File: config.mk
export PLATFORM = sky130hd
export DESIGN_NAME = wide_write_negotiator
export DESIGN_NICKNAME = d
export VERILOG_FILES = /design/src/rtl/wnego_pkg.sv /design/src/rtl/wn_claim_timer.sv /design/src/rtl/wn_upper_parity.sv /design/src/rtl/wide_write_negotiator.sv
export SDC_FILE = /design/constraint.sdc
export NUM_CORES = 1
export LEC_CHECK = 0
export BUFFER_PORTS_ARGS = -buffer_cell sky130_fd_sc_hd__buf_2
export CAP_MARGIN = 20
export CORE_UTILIZATION = 55
export CTS_CLUSTER_SIZE = 14
export DETAILED_ROUTE_END_ITERATION = 10
export PLACE_DENSITY = 0.94
export SETUP_SLACK_MARGIN = 0.05
export SYNTH_ARGS = -nofsm -noshare
export SYNTH_HDL_FRONTEND = slang
export SYNTH_SLANG_ARGS = --single-unit
export TNS_END_PERCENT = 10
File: constraint.sdc
create_clock -name clk -period 3.4 [get_ports clk]
set_input_delay 0.17 -clock clk [delete_from_list [all_inputs] [get_ports clk]]
set_output_delay 0.17 -clock clk [all_outputs]
set_load 0.005 [all_outputs]
File: src/rtl/wnego_pkg.sv
package wnego_pkg;
    typedef enum logic [1:0] {
        ST_IDLE  = 2'd0,
        ST_ADDR  = 2'd1,
        ST_DATA  = 2'd2,
        ST_UPPER = 2'd3
    } wn_state_t;

    localparam logic [3:0] CMD_MEM_WRITE = 4'b0111;
    localparam logic [3:0] CMD_IO_WRITE  = 4'b0011;
endpackage

File: src/rtl/wn_claim_timer.sv
module wn_claim_timer #(
    parameter int LIMIT = 5
) (
    input  logic clk,
    input  logic rst_n,
    input  logic run,
    output logic last_slot
);
    localparam int CW = $clog2(LIMIT + 1);

    logic [CW-1:0] cnt_q;

    always_ff @(posedge clk) begin
        if (!rst_n || !run) begin
            cnt_q <= '0;
        end else if (cnt_q != CW'(LIMIT - 1)) begin
            cnt_q <= cnt_q + 1'b1;
        end
    end

    assign last_slot = run && (cnt_q == CW'(LIMIT - 1));

    AST_TIMER_BOUND: assert property (@(posedge clk) disable iff (!rst_n)
        run |-> (cnt_q < CW'(LIMIT)));
endmodule

File: src/rtl/wn_upper_parity.sv
module wn_upper_parity #(
    parameter int HW  = 32,
    parameter int HBW = 4
) (
    input  logic           clk,
    input  logic           rst_n,
    input  logic [HW-1:0]  hi_lanes,
    input  logic [HBW-1:0] hi_be,
    output logic           par_hi
);
    always_ff @(posedge clk) begin
        if (!rst_n) begin
            par_hi <= 1'b0;
        end else begin
            par_hi <= ^{hi_lanes, hi_be};
        end
    end
endmodule

File: src/rtl/wide_write_negotiator.sv
module wide_write_negotiator
    import wnego_pkg::*;
#(
    parameter int DW          = 64,
    parameter int CLAIM_LIMIT = 5
) (
    input  logic            clk,
    input  logic            rst_n,
    input  logic            req_valid,
    output logic            req_ready,
    input  logic [DW/2-1:0] req_addr,
    input  logic [DW-1:0]   req_data,
    input  logic [DW/8-1:0] req_be,
    input  logic            req_mem,
    input  logic            tgt_claim,
    input  logic            tgt_wide_ack,
    output logic            bus_frame,
    output logic            bus_req_wide,
    output logic            bus_irdy,
    output logic [DW-1:0]   bus_ad,
    output logic [DW/8-1:0] bus_cbe,
    output logic            bus_par_hi,
    output logic            xfer_done,
    output logic            xfer_abort
);
    localparam int HW  = DW / 2;
    localparam int BW  = DW / 8;
    localparam int HBW = BW / 2;

    wn_state_t      state_q, state_d;
    logic [HW-1:0]  addr_q;
    logic [DW-1:0]  data_q;
    logic [BW-1:0]  be_q;
    logic           wide_q;
    logic           accept;
    logic           hi_be_any;
    logic           wide_ok;
    logic           last_slot;

    assign accept    = req_valid && (state_q == ST_IDLE);
    assign hi_be_any = |be_q[BW-1:HBW];
    assign wide_ok   = wide_q && tgt_wide_ack;

    wn_claim_timer #(.LIMIT(CLAIM_LIMIT)) i_timer (
        .clk       (clk),
        .rst_n     (rst_n),
        .run       (state_q == ST_DATA),
        .last_slot (last_slot)
    );

    wn_upper_parity #(.HW(HW), .HBW(HBW)) i_parity (
        .clk      (clk),
        .rst_n    (rst_n),
        .hi_lanes (bus_ad[DW-1:HW]),
        .hi_be    (bus_cbe[BW-1:HBW]),
        .par_hi   (bus_par_hi)
    );

    always_ff @(posedge clk) begin
        if (!rst_n) begin
            state_q <= ST_IDLE;
            addr_q  <= '0;
            data_q  <= '0;
            be_q    <= '0;
            wide_q  <= 1'b0;
        end else begin
            state_q <= state_d;
            if (accept) begin
                addr_q <= req_addr;
                data_q <= req_data;
                be_q   <= req_be;
                wide_q <= req_mem;
            end
        end
    end

    always_comb begin
        state_d = state_q;
        unique case (state_q)
            ST_IDLE:  if (accept) state_d = ST_ADDR;
            ST_ADDR:  state_d = ST_DATA;
            ST_DATA: begin
                if (tgt_claim) begin
                    state_d = (wide_ok || !hi_be_any) ? ST_IDLE : ST_UPPER;
                end else if (last_slot) begin
                    state_d = ST_IDLE;
                end
            end
            ST_UPPER: state_d = ST_IDLE;
            default:  state_d = ST_IDLE;
        endcase
    end

    always_comb begin
        req_ready    = 1'b0;
        bus_frame    = 1'b0;
        bus_req_wide = 1'b0;
        bus_irdy     = 1'b0;
        bus_ad       = '0;
        bus_cbe      = '0;
        xfer_done    = 1'b0;
        xfer_abort   = 1'b0;
        unique case (state_q)
            ST_IDLE: req_ready = 1'b1;
            ST_ADDR: begin
                bus_frame          = 1'b1;
                bus_req_wide       = wide_q;
                bus_ad[HW-1:0]     = addr_q;
                bus_cbe[HBW-1:0]   = wide_q ? CMD_MEM_WRITE : CMD_IO_WRITE;
            end
            ST_DATA: begin
                bus_frame    = 1'b1;
                bus_req_wide = wide_q;
                bus_irdy     = 1'b1;
                if (wide_q) begin
                    bus_ad  = data_q;
                    bus_cbe = be_q;
                end else begin
                    bus_ad[HW-1:0]   = data_q[HW-1:0];
                    bus_cbe[HBW-1:0] = be_q[HBW-1:0];
                end
                xfer_done  = tgt_claim && (wide_ok || !hi_be_any);
                xfer_abort = !tgt_claim && last_slot;
            end
            ST_UPPER: begin
                bus_frame        = 1'b1;
                bus_req_wide     = wide_q;
                bus_irdy         = 1'b1;
                bus_ad[HW-1:0]   = data_q[DW-1:HW];
                bus_cbe[HBW-1:0] = be_q[BW-1:HBW];
                xfer_done        = 1'b1;
            end
            default: req_ready = 1'b0;
        endcase
    end

    AST_WIDE_INSIDE_FRAME: assert property (@(posedge clk) disable iff (!rst_n)
        bus_req_wide |-> bus_frame);
    AST_WIDE_RISES_WITH_FRAME: assert property (@(posedge clk) disable iff (!rst_n)
        $rose(bus_req_wide) |-> $rose(bus_frame));
    AST_END_EXCLUSIVE: assert property (@(posedge clk) disable iff (!rst_n)
        !(xfer_done && xfer_abort));
    AST_UPPER_SHIFT: assert property (@(posedge clk) disable iff (!rst_n)
        (state_q == ST_DATA && tgt_claim && !wide_ok && hi_be_any)
        |=> (bus_irdy && bus_ad[HW-1:0] == $past(data_q[DW-1:HW])));
    AST_NARROW_HI_QUIET: assert property (@(posedge clk) disable iff (!rst_n)
        (bus_frame && !bus_req_wide)
        |-> (bus_ad[DW-1:HW] == '0 && bus_cbe[BW-1:HBW] == '0));
    AST_ABORT_RELEASE: assert property (@(posedge clk) disable iff (!rst_n)
        xfer_abort |=> (!bus_frame && !bus_irdy));
    AST_BUSY_NOT_READY: assert property (@(posedge clk) disable iff (!rst_n)
        bus_frame |-> !req_ready);
endmodule

Word-level counts from Yosys, hierarchy flattened --
Cells that the tools add are included.
Cells by class: add/subtract/negate cells 1, equal/unequal tests 7, muxes and demuxes 18, reduce and logical (&&, ||, !) cells 17
Operators with widths (number):
- one-hot mux 32 bit (3 select lines) | 1
- 2-to-1 mux 32 bit | 2
- parity 36 bit | 1
- one-hot mux 4 bit (3 select lines) | 1
- 2-to-1 mux 2 bit | 4
- 2-to-1 mux 4 bit | 2
- one-hot mux 2 bit (4 select lines) | 1
- != test 3 bit, second input constant | 2
- logical AND 1 bit | 5
- 2-to-1 mux 1 bit | 5
- == test 2 bit, second input constant | 2
- logical NOT 1 bit | 4
- OR reduction 4 bit | 1
- adder 3 x 1 -> 3 bit, second input constant | 1
- == test 3 bit, second input constant | 1
- 2-to-1 mux 3 bit | 1
- OR reduction 3 bit | 1
- == test 2 x 1 -> 1 bit, second input constant | 1
- logical NOT 2 bit | 1
- logical OR 1 bit | 2
- != test 2 bit, second input constant | 1
- one-hot mux 1 bit (2 select lines) | 1
- AND reduction 2 bit | 1
- OR reduction 2 bit | 1
Word-level totals: flip-flop bits (word level) 111, input bits 110, output and inout port bits 79, word-level logic and storage cells 50

Depth between registers and ports, before layout --
Gate-level depths: netlist of the first run.
depth after elaboration 6, gate-level depth with buffers 7, gate-level depth less buffers 6

Hierarchy --
Synthesis of the first run repeated with hierarchy kept, for this count alone.
Unflattened totals: cell total of the unflattened synthesis 668, area total of the unflattened synthesis 5595.4 sq um
Modules (own cells, without submodules):
- wide_write_negotiator | instances 1, cells an instance 613, area an instance 5078.6 sq um, seq. area each 2142.1 sq um
- wn_upper_parity | instances 1, cells an instance 37, area an instance 351.6 sq um, seq. area each 20.0 sq um
- wn_claim_timer | instances 1, cells an instance 18, area an instance 165.2 sq um, seq. area each 60.1 sq um

Least setup slack after synthesis of the first run --
OpenSTA, ideal clock, no wires.
kind register to output, from reg state_q[0], to out bus_ad[21], data arrival time 1.337 ns, required time 3.230 ns, setup slack 1.893 ns, stages on the path, launching flop included 6, buffers on the path 3, cells stage by stage dfxtp_1 buf_2 buf_2 clkbuf_1 nand2_1 o21ai_0
On the way: word-level cells in the longest chain between the ends 2, elaborated cells between the ends (all ways) 4, those cells by class 3 x eq/ne; 1 x mux
RTL lines:
- from (decl) | line wide_write_negotiator.sv:30 | wn_state_t state_q, state_d;
- from (signal assigned) | line wide_write_negotiator.sv:67 | state_q <= state_d;
- == test 2 bit or == test 2 x 1 -> 1 bit (tied branches) | line wide_write_negotiator.sv:103 | unique case (state_q)
- one-hot mux 32 bit (3 select lines) (*) | line wide_write_negotiator.sv:103
- to (decl) | line wide_write_negotiator.sv:20 | output logic [DW-1:0] bus_ad,
Every way passes the cells marked *; elsewhere a longest branch is shown, timed or not.

Final worst setup path of the first run --
from reg state_q[0], to reg addr_q[28]
On the way: word-level cells in the longest chain between the ends 2
RTL lines:
- logical NOT 2 bit | line wide_write_negotiator.sv:40 | assign accept = req_valid && (state_q == ST_IDLE);
- logical AND 1 bit | line wide_write_negotiator.sv:40
- to (signal assigned) | line wide_write_negotiator.sv:69 | addr_q <= req_addr;
- to (decl) | line wide_write_negotiator.sv:31 | logic [HW-1:0] addr_q;
No other way between the ends. A chain may end at the register's enable or synchronous reset.

==> results by stage, run 1 <==
Synthesis:
- The count of flip-flops with a built-in enable after synthesis is 0.
- Of all cell types, the one taking the most synthesized area is dfxtp_1.
- The fraction of post-synthesis cell area in the top cell type by area is between 40% and 50%.
- Yosys instantiated no cell more often than nand2_1.
- The number of different library cells used by synthesis comes to 29.
- The proportion of synthesized chip area in sequential cells is between 40% and 50%.
- In this run the cell area of the synthesized design comes to 5530 µm².
- The main flop type after synthesis is dfxtp_1.
- The synthesized area divided by synthesized cell count is a little over 8 µm².
- The net count of the mapped netlist is between 700 and 800.
- Sorting the synthesized cells by how often they occur yields nand2_1 (239), dfxtp_1 (111), a21boi_0 (95).
- After synthesis, the share of flip-flops with an asynchronous set or reset is 0%.
- The number of instances in the synthesized netlist is a little under 700.
- By area the synthesized netlist is led by dfxtp_1 (40%), nand2_1 (16%), a21boi_0 (13%), mux2_2 (6.7%), xnor2_1 (4.1%).
- The register bit total from synthesis is 111.
- During synthesis, Yosys emitted a total of 0 warnings.

Route:
- The number of DRC markers in iteration 0 is 267.
- The total wire length is 14800 µm.
- After detailed routing, the met2 layer carries about 7000 µm of wire.
- The top layer used by detailed routing is met4.
- The number of nets still failing antenna checks after routing is 0.
- After detailed routing, the number of remaining DRC violations is 0.
- Dividing the detail-routed wire length by the instance count gives between 15 and 20 µm.
- The via total after detailed routing is ~5200.
- The routed length on met1 is approximately 6600 µm.
- In the detailed route, the total length drawn on met3 is roughly 830 µm.
- The first detailed-routing pass ran for 5 iterations.
- The via-per-instance ratio is approximately 5.3.

Finish:
- The finished layout holds 974 standard cells, fillers aside.
- The area growth from synthesis to layout is 20.9%.
- After routing the design area is ~6700 µm².
- Of the cells placed in the final design, the portion with a size suffix greater than 1 is between 20 and 30%.
- The number of fill cells is around 800.
- In the final design database the tool counted approximately 950 nets.
- At the end of the flow the core is filled with cells to between 60% and 70%.

Place:
- The placed instances occupy a cell area of 6500 µm².
- The number of cells in the design after placement is 959.
- The placed wire-length estimate is between 10000 and 15000 µm.
- Routability-driven placement finished with a final weighted congestion of 0.897.
- The pre-CTS setup slack is 0.978 ns.
- Port buffering added about 190 buffers.

Worst setup path:
- The type of element launching the critical path is a register.
- The category of the critical setup timing path is reg -> reg.
- At the worst endpoint, the required time is about 3.7 ns.
- Setup slack on the worst reg-to-reg path comes out at between 0.8 and 0.9 ns.
- STA classifies the critical path endpoint as a register.
- Measured in cells, the most critical reg-to-reg path has a length of 5.
- The highest net fanout along the worst path is 78.
- The worst path arrival time is between 2 and 3 ns.

CTS:
- Counting the buffers created by CTS gives 9.
- The clock root buffer is clkbuf_8.
- TritonCTS built the clock tree.
- The post-cts sizing count is 0.
- The maximum clock path buffer count is 2.
- The count of H-tree levels built during CTS is 3.
- Post-CTS timing repair inserted 0 buffers for setup.
- The quantity of hold-fixing buffers added after cts is 0.
- The number of clock sinks seen by CTS is 111.
- After clock tree synthesis, the clock-pin slew on the worst setup and hold paths is 0.10 ns.
- The clock latency of the later-clocked register in the worst-skew pair is 0.36 ns.

Timing:
- The slew at the pin closest to its max-slew limit is between 0.8 and 0.9 ns.
- The smallest clock period supported by the final layout is computed as between 2 and 3 ns.
- Across all hold checks on the routed design, the worst slack comes to 0.0396 ns.
- Setup repair after global routing left no endpoint under its margin.
- Setup violations remaining at the end of the flow were counted as 0.
- The portion of the clock cycle consumed by the worst path in the final layout is between 70% and 80%.
- The worst relative slew slack is between 40% and 50%.
- The setup clock skew after layout is 0.0147 ns.
- The sum of negative setup slack is 0 ns.
- The final-report max-slew violation count is 0.
- The final-report hold violation count came to 0.
- Across all setup checks in the final design, the least slack found is between 0.8 and 0.9 ns.
- The highest clock rate is around 400 MHz.

Pwr:
- The total power is between 2 and 3 mW.
- The leakage dissipation is between 3 and 4 nW.
- For this design the ratio of total power to cell area is roughly 420 nW/µm².
- The worst-case IR drop observed on VDD is around 240 µV.

Global routing:
- In the global route stage, overall resource usage came out at 28.7%.
- Entering global routing, the biggest net connects 79 pins.
- The initial antenna violation count is 1.
- The global route total overflow is 0.
- The number of global-route vias before repair came to 4582.
- The first global-routing pass estimated 22900 µm of wire.

Worst hold path:
- The min-delay analysis places its worst path in the category in -> reg.
- The worst hold path depth is 3.

Floorplan:
- The floorplan die height is just over 100 µm.
- The starting density of the core is between 50% and 60%.
- The overall die area is 10500 µm².
- The I/O pin count is 189.
- The horizontal extent of the die is 102 µm.
- The floorplan has 36 rows.
- The floorplan core area is just under 10000 µm².

Status:
- The flow ran to the end, and the final reports show no timing, DRC or antenna violations.

Run:
- Max-cap violations in this run came to 0.
## report_power, final
group	switching, mW	leakage [nW]	total, mW	internal [mW]
clock	0.414	0.0896	0.770	0.356
sequential	0.0854	0.912	1.47	1.39
combinational	0.298	2.11	0.584	0.285
## cell families after synthesis
group | share of synthesized area (%)
flops | 40.2
mux | 7.08
fa+ha+maj | 0.452
buf+inv | 4.46
simple gates | 22.3
xor+xnor | 5.86
compound gates | 19.7
## layer usage
| metal | vias to the layer above | global-route usage, % |
|---|---|---|
| li1 | 2566 | - |
| met1 | 2400 | 39.7 |
| met2 | 198 | 44.8 |
| met3 | 34 | 4.79 |
| met4 | 0 | 11.4 |
| met5 | - | 0 |
## worst paths after layout
check,startpoint,endpoint
worst min register to register,be_q[1]$_SDFFE_PN0P_,be_q[1]$_SDFFE_PN0P_
worst max register to register,state_q[0]$_SDFFE_PN0P_,addr_q[28]$_SDFFE_PN0P_
worst min-delay path,req_data[40],data_q[40]$_SDFFE_PN0P_
worst max-delay path,state_q[0]$_SDFFE_PN0P_,addr_q[28]$_SDFFE_PN0P_
## registers in the layout, indices dropped and copies added, names as in the netlist
register and cells:
i_timer.cnt_q 3, state_q 2, be_q 8, addr_q 32, data_q 64, wide_q 1
i_parity.par_hi 1
## worst max-delay path: stages (launching register included)
cell	delay [ns]
dfxtp_2	0.54
nor2_1	0.45
and2_4	0.74
buf_4	0.35
nand2_1	0.10
a21boi_0	0.21
## cells in the final DEF (no fill, tap or decap), types with 11 or more instances in the layout
cell type    n
nand2_1    238
buf_2      188
dfxtp_1    109
a21boi_0    95
and3_1      36
mux2_2      33
xnor2_1     26
a22o_1      23
o21ai_0     12
buf_4       11
## area by class of cell
cell class                      count  area [µm²]  area share, %
Multi-Input combinational cell    513        3080           46.0
Sequential cell                   111        2220           33.3
Timing Repair Buffer              199        1020           15.3
Tap cell                          133         166           2.49
Clock buffer                       13         149           2.23
Clock inverter                      1        30.0          0.449
Inverter                            3        11.3          0.168
Antenna cell                        1        2.50         0.0374
Note: power is estimated with default switching activity, not from simulation.
==> run 2, diff against run 1 <==
--- a/config.mk
+++ b/config.mk
@@ -7,10 +7,10 @@
 export LEC_CHECK = 0
 export BUFFER_PORTS_ARGS = -buffer_cell sky130_fd_sc_hd__buf_2
 export CAP_MARGIN = 20
-export CORE_UTILIZATION = 55
+export CORE_UTILIZATION = 46
 export CTS_CLUSTER_SIZE = 14
 export DETAILED_ROUTE_END_ITERATION = 10
-export PLACE_DENSITY = 0.94
+export PLACE_DENSITY = 0.85
 export SETUP_SLACK_MARGIN = 0.05
 export SYNTH_ARGS = -nofsm -noshare
 export SYNTH_HDL_FRONTEND = slang
==> constraint.sdc (replaced) <==
create_clock -name clk -period 2.1 [get_ports clk]
set_input_delay 0.105 -clock clk [delete_from_list [all_inputs] [get_ports clk]]
set_output_delay 0.105 -clock clk [all_outputs]
set_load 0.005 [all_outputs]
==> run 2 against run 1 <==
Effect of this change:
- the run now ends with DRC left
- global-route usage decreased by 3.1 points
- clock power grew 130%
- register-to-register slack worse by 0.51 ns
- critical path type is now reg -> out
==> results by stage, run 2 (same netlist as run 1, synthesis figures left out) <==
Status:
- The run finished, with violations left.
- The checks that failed: DRC.

CTS:
- The quantity of hold-fixing buffers added after cts is 3 (+3).
- The maximum clock path buffer count was 2 (unchanged).
- The clock latency of the later-clocked register in the worst-skew pair is 0.34 ns (-0.02 ns).
- The clock-pin slew on the worst setup and hold paths is 0.08 ns (-0.02 ns).
- The number of buffers inserted by post-CTS setup repair came to 0 (unchanged).
- The post-cts sizing count is 0 (unchanged).
- TritonCTS built the clock tree.
- The clock root buffer is clkbuf_16.
- The number of clock sinks seen by CTS is 111 (unchanged).
- The number of CTS-inserted buffers is 9 (unchanged).
- The count of H-tree levels built during CTS came to 3 (unchanged).

Place:
- The placed wire-length estimate came to 11300 µm (+5.0%).
- The global placement routability congestion is 0.854 (-4.8%).
- The number of port buffers is 188 (unchanged).

Route:
- The post-detailed-route DRC marker count is 18 (+18).
- The number of nets still failing antenna checks after routing was 0 (unchanged).
- The final routed wire length divided by cell count was 15.9 µm (+4.7%).
- The number of DRC markers in iteration 0 came to 377 (+41%).
- The via total after detailed routing came to 5221 (+0.44%).
- The total wire length is 15800 µm (+6.8%).
- The via-per-instance ratio came to 5.25 (-1.6%).
- The total iterations of the first detailed-routing run is 8 (+3).

Timing:
- Timing would allow up to approximately 550 MHz.
- The final count of negative-setup-slack endpoints came to 0 (unchanged).
- The final-report max-slew violation count came to 0 (unchanged).
- The routed design could run at a clock period as short as ~1.8 ns.
- After layout, the worst path uses roughly 87% of the clock period.
- The final-report hold violation count is 0 (unchanged).
- The final-layout worst hold slack is 0.000746 ns (-0.0388 ns).
- Setup repair after global routing left no endpoint under its margin.
- The slew at the pin closest to its max-slew limit came to 0.573 ns (-0.249 ns).
- The setup clock skew after layout is 0.00727 ns (-0.00742 ns).
- The worst relative slew slack is 61.3% (+16 points).
- The sum of negative setup slack is 0 ns (unchanged).

Worst setup path:
- The buffers plus inverters on the worst setup path was 2 (+1).
- The required time at the worst-slack endpoint is 2.00 ns (-1.67 ns).
- The register-to-register setup slack is 0.39 ns (-0.51 ns).
- The worst path arrival time is 1.72 ns (-1.05 ns).
- STA classifies the critical path endpoint as a primary output.
- The stage delay of the slowest cell on the critical path is 0.42 ns (-0.32 ns).
- The type of element launching the critical path is a register.
- The critical path is of the reg -> out type.
- The cell with the largest stage delay on the worst path is mux2_2.
- Walking the worst path, the cells encountered are buf_12 > mux2_2 > a22o_1 > buf_2.
- Grouping stages by cell kind, the critical path spends the most delay in multiplexers.
- The highest net fanout along the worst path is 50 (-36%).

Pwr:
- The leakage dissipation was 3.23 nW (+4.0%).
- The largest voltage drop on the vdd net came to 408 µV (+70%).
- The power density over cell area is 740 nW/µm² (+75%).

Finish:
- The register with the most flip-flops is data_q.
- In the layout the commonest cells are nand2_1 (238), buf_2 (188), dfxtp_1 (109), a21boi_0 (95), and3_1 (36).
- The number of flip-flops in the largest register came to 64 (unchanged).
- In the final layout, the registers with the most flip-flops are data_q: 64 flops, addr_q: 32 flops, be_q: 8 flops.
- The area of the multi-input gates came to 3080 µm² (unchanged).
- Leaving out fill and tap cells, the most frequent cell in the layout is nand2_1.
- The sequential cell area in the final layout is 2220 µm² (unchanged).
- The share of final-layout standard cells stronger than drive strength 1 came to 30.6% (+0.74 points).
- Relative to the synthesized area, the layout overhead comes to 26.1%.
- The number of fill cells came to 1016 (+27%).
- The final net count is 956 (+0.74%).

Global routing:
- The overall track demand over capacity in global routing is 25.7% (-3.1 points).
- The largest net degree at the start of global routing is 63 (-20%).
- The initial antenna violation count is 2 (+1).
- The global-route wire length before repair is 25300 µm (+11%).
- The global route total overflow is 0 (unchanged).
- The number of global-route vias before repair was 4858 (+6.0%).

Floorplan:
- The floorplan core area is 11600 µm² (+18%).
- The overall die area came to 12500 µm² (+19%).
- The starting density of the core is 47.8% (-8.8 points).
- The horizontal extent of the die is 112 µm (+9.2%).
- The I/O pin count is 189 (unchanged).
- The floorplan die height is 112 µm (+9.2%).
- The number of standard-cell rows in the floorplan is 39 (+8.3%).

Worst hold path:
- The worst hold-check path type is in -> reg.

Run:
- The number of max-capacitance violations reported is 0 (unchanged).
-- run 2: report_power, final --
part	total [mW]	internal [mW]	switching (mW)
logic	1.01	0.496	0.512
registers	2.36	2.25	0.113
clock network	1.79	1.00	0.790
-- run 2: layout make-up --
class / count / area share [%]
multi-input cells: 513 / 44.1
clock buffers: 11 / 3.62
diodes: 2 / 0.0718
well taps: 143 / 2.57
inverters: 3 / 0.161
clock inverters: 5 / 0.915
flip-flops and latches: 111 / 31.9
repair buffers: 206 / 16.6
-- run 2: stage by stage --
step	power [mW]	setup WS (ns)	instances	cell area, µm²	util (%)
CTS	5.17	0.275	992	6970	60.3
detailed placement	3.40	0.430	973	6620	57.3
floorplan	3.05	0.609	684	5530	-
global route	5.40	0.143	993	6970	60.3
global placement	3.38	0.519	973	6620	57.3
finish	5.16	0.275	994	6970	60.3
-- run 2: final timing paths --
path,depth (start not counted),startpoint,end
max,4,state_q[0]$_SDFFE_PN0P_,bus_ad[15]
min,3,req_addr[27],addr_q[27]$_SDFFE_PN0P_
max reg2reg,5,state_q[1]$_SDFFE_PN0P_,addr_q[3]$_SDFFE_PN0P_
min reg2reg,2,data_q[0]$_SDFFE_PN0P_,data_q[0]$_SDFFE_PN0P_
-- run 2: metal layers --
layer	track usage (%)	up-vias	share of wire, %
met1	35.8	2410	45
met4	13.0	0	4.2
li1	-	2588	-
met5	0	-	0
met2	38.4	181	45
met3	4.03	42	5.6
-- run 2: tightest hold or removal path, stage by stage --
cell and delay (ns):
buf_2 0.09, nand2_1 0.04, a21boi_0 0.06
==> run 3, diff against run 2 <==
--- a/config.mk
+++ b/config.mk
@@ -7,7 +7,9 @@
 export LEC_CHECK = 0
 export BUFFER_PORTS_ARGS = -buffer_cell sky130_fd_sc_hd__buf_2
 export CAP_MARGIN = 20
-export CORE_UTILIZATION = 46
+export CELL_PAD_IN_SITES_DETAIL_PLACEMENT = 0
+export CELL_PAD_IN_SITES_GLOBAL_PLACEMENT = 1
+export CORE_UTILIZATION = 33
 export CTS_CLUSTER_SIZE = 14
 export DETAILED_ROUTE_END_ITERATION = 10
 export PLACE_DENSITY = 0.85
==> run 3 against run 2 <==
Effect of this change:
- the run now ends clean
- critical endpoint is now xfer_abort
- critical path depth stayed put
- sequential share of layout area is 3.1 points lower
- global-route usage down 5.1 points
- worst setup slack got worse by 0.14 ns
- final area is 11% higher
- critical path type unchanged
- sequential cell count unchanged
- hold slack better by 0.0080 ns
- via count rose by 4.0%
- wire length grew 12%
- power grew 3.9%
- sequential power is essentially flat
==> results by stage, run 3 (same netlist as run 1, synthesis figures left out) <==
Route:
- The final routed wire length divided by cell count came to 15.7 µm (-1.5%).
- The post-detailed-route DRC marker count is 0 (-18).
- The via total after detailed routing was 5428 (+4.0%).
- The via-per-instance ratio came to 4.80 (-8.7%).
- The number of DRC markers in iteration 0 came to 278 (-26%).
- The total iterations of the first detailed-routing run is 5 (-3).
- The total wire length is 17800 µm (+12%).
- The number of nets still failing antenna checks after routing came to 0 (unchanged).

Pwr:
- The part of the power in the clock network was 35.1% (+0.4 points).
- The switching part of the total was 27.3% (-0.14 points).
- The power density over cell area is 695 nW/µm² (-6.1%).
- The switching power is 1.46 mW (+3.4%).
- The total power is 5.36 mW (+3.9%).
- The share of power burned in combinational logic is 20.9% (+1.4 points).
- The internal power is 3.90 mW (+4.1%).
- The largest voltage drop on the vdd net is 439 µV (+7.6%).
- The proportion of power drawn by flip-flops and latches is 44.0% (-1.7 points).
- The leakage dissipation was 3.51 nW (+8.6%).

Timing:
- The setup clock skew after layout came to 0.0110 ns (+0.00368 ns).
- The worst relative slew slack was 59.9% (-1.4 points).
- The portion of the clock cycle consumed by the worst path in the final layout is 93.8% (+6.9 points).
- Setup repair after global routing left no endpoint under its margin.
- The final-report max-slew violation count was 0 (unchanged).
- The minimum clock period after layout is 1.97 ns (+0.144 ns).
- The final-layout worst hold slack is 0.00871 ns (+0.00796 ns).
- The slew at the pin closest to its max-slew limit came to 0.602 ns (+0.0288 ns).
- The final count of negative-setup-slack endpoints is 0 (unchanged).
- The final-report hold violation count is 0 (unchanged).
- The sum of negative setup slack is 0 ns (unchanged).
- The highest clock rate was 508 MHz (-7.3%).

Finish:
- From synthesis to final layout, the design area changed by 39.4%.
- The top cell types in the final layout, fill and taps aside, are nand2_1 (238), buf_2 (188), dfxtp_1 (109), a21boi_0 (95), dlygate4sd3_1 (66).
- The number of fill cells is 1632 (+61%).
- The commonest non-fill, non-tap cell in the layout is nand2_1.
- The register with the most flip-flops is data_q.
- The number of flip-flops in the largest register is 64 (unchanged).
- The share of final-layout standard cells stronger than drive strength 1 is 28.6% (-2.0 points).
- The final net count is 1022 (+6.9%).
- In the final layout, the registers with the most flip-flops are data_q: 64 flops, addr_q: 32 flops, be_q: 8 flops.

Worst setup path:
- The worst setup path is of the reg -> out kind.
- The highest net fanout along the worst path is 16 (-68%).
- The worst setup path is launched from a register.
- The worst path arrival time came to 1.86 ns (+0.14 ns).
- The required time at the worst-slack endpoint is 2.00 ns (about the same).
- The worst setup path is captured at a primary output.

Global routing:
- The number of global-route vias before repair was 5258 (+8.2%).
- The global-route wire length before repair is 27900 µm (+10%).
- The largest net degree at the start of global routing is 55 (-13%).
- The initial antenna violation count is 1 (-1).
- The overall track demand over capacity in global routing is 20.6% (-5.1 points).
- The global route total overflow came to 0 (unchanged).

Place:
- The global placement routability congestion is 0.783 (-8.3%).
- The placed wire-length estimate is 12200 µm (+7.4%).
- The number of port buffers came to 188 (unchanged).

CTS:
- The clock-pin slew on the worst setup and hold paths is 0.08 ns (about the same).
- The number of CTS-inserted buffers is 9 (unchanged).
- In this run the clock root is driven by a clkbuf_16.
- The clock latency of the later-clocked register in the worst-skew pair was 0.36 ns (+0.02 ns).
- The count of H-tree levels built during CTS is 3 (unchanged).
- The maximum clock path buffer count is 2 (unchanged).
- TritonCTS built the clock tree.
- The number of clock sinks seen by CTS is 111 (unchanged).
- The number of buffers inserted by post-CTS setup repair is 0 (unchanged).

Floorplan:
- The number of standard-cell rows in the floorplan came to 46 (+18%).
- The floorplan core area is 16100 µm² (+39%).
- The overall die area was 17300 µm² (+39%).
- The I/O pin count is 189 (unchanged).
- The horizontal extent of the die was 131 µm (+18%).
- The starting density of the core is 34.3% (-14 points).
- The floorplan die height came to 131 µm (+18%).

Status:
- The run finished with clean final reports.

Worst hold path:
- The worst hold-check path type is in -> reg.

Run:
- The number of max-capacitance violations reported was 0 (unchanged).
## run 3: worst max-delay path, stage by stage, from the launching register on
cell and delay [ns]:
dfxtp_2 0.35, nor2b_2 0.41, buf_4 0.28, nor3b_1 0.30, buf_2 0.17
## run 3: path summary, 6_finish.rpt
kind                                              start                    endpoint  slack [ns]  cells after the start
worst max register to register  data_q[34]$_SDFFE_PN0P_  i_parity.par_hi$_SDFF_PN0_        0.42                      5
worst min register to register   data_q[3]$_SDFFE_PN0P_      data_q[3]$_SDFFE_PN0P_        0.46                      2
worst max-delay path            state_q[1]$_SDFFE_PN0P_                  xfer_abort        0.13                      4
worst min-delay path                        req_addr[2]      addr_q[2]$_SDFFE_PN0P_       0.009                      3
## run 3: layer usage
layer | track usage, % | wire length, µm
met1 | 28.9 | 8460
met2 | 31.1 | 7970
met3 | 2.85 | 841
met4 | 9.37 | 490
met5 | 0 | 0
## run 3: what timing repair did
action / CTS / global route
endpoints found under the hold margin: 66 / 0
hold buffers: 66 / 0
endpoints found under the setup margin: 0 / 9
gates resized for setup: 0 / 1
## run 3: power by group through the flow
stage	Combinational [mW]	Sequential (mW)	Clock (mW)
final	1.12	2.36	1.88
after global placement	1.02	2.40	0
after detailed placement	1.03	2.41	0
after CTS	1.13	2.36	1.93
after floorplan	0.679	2.37	0
after global routing	1.22	2.38	2.00
## run 3: through the flow
stage,cells,area [µm²],worst slack (ns),utilization [%]
after global routing,1132,7710,0.0709,47.9
after CTS,1131,7710,0.106,47.8
final,1132,7710,0.131,47.9
after detailed placement,1049,6720,0.438,41.7
after global placement,1049,6720,0.495,41.7
after floorplan,684,5530,0.609,-
## run 3: final cells by class
cell class	count	area, µm²	area share, %
clock buffers	11	243	3.15
inverters	3	11.3	0.146
diodes	1	2.50	0.0324
well taps	216	270	3.50
repair buffers	272	1800	23.4
flip-flops and latches	111	2220	28.8
clock inverters	5	81.3	1.05
multi-input cells	513	3080	39.9
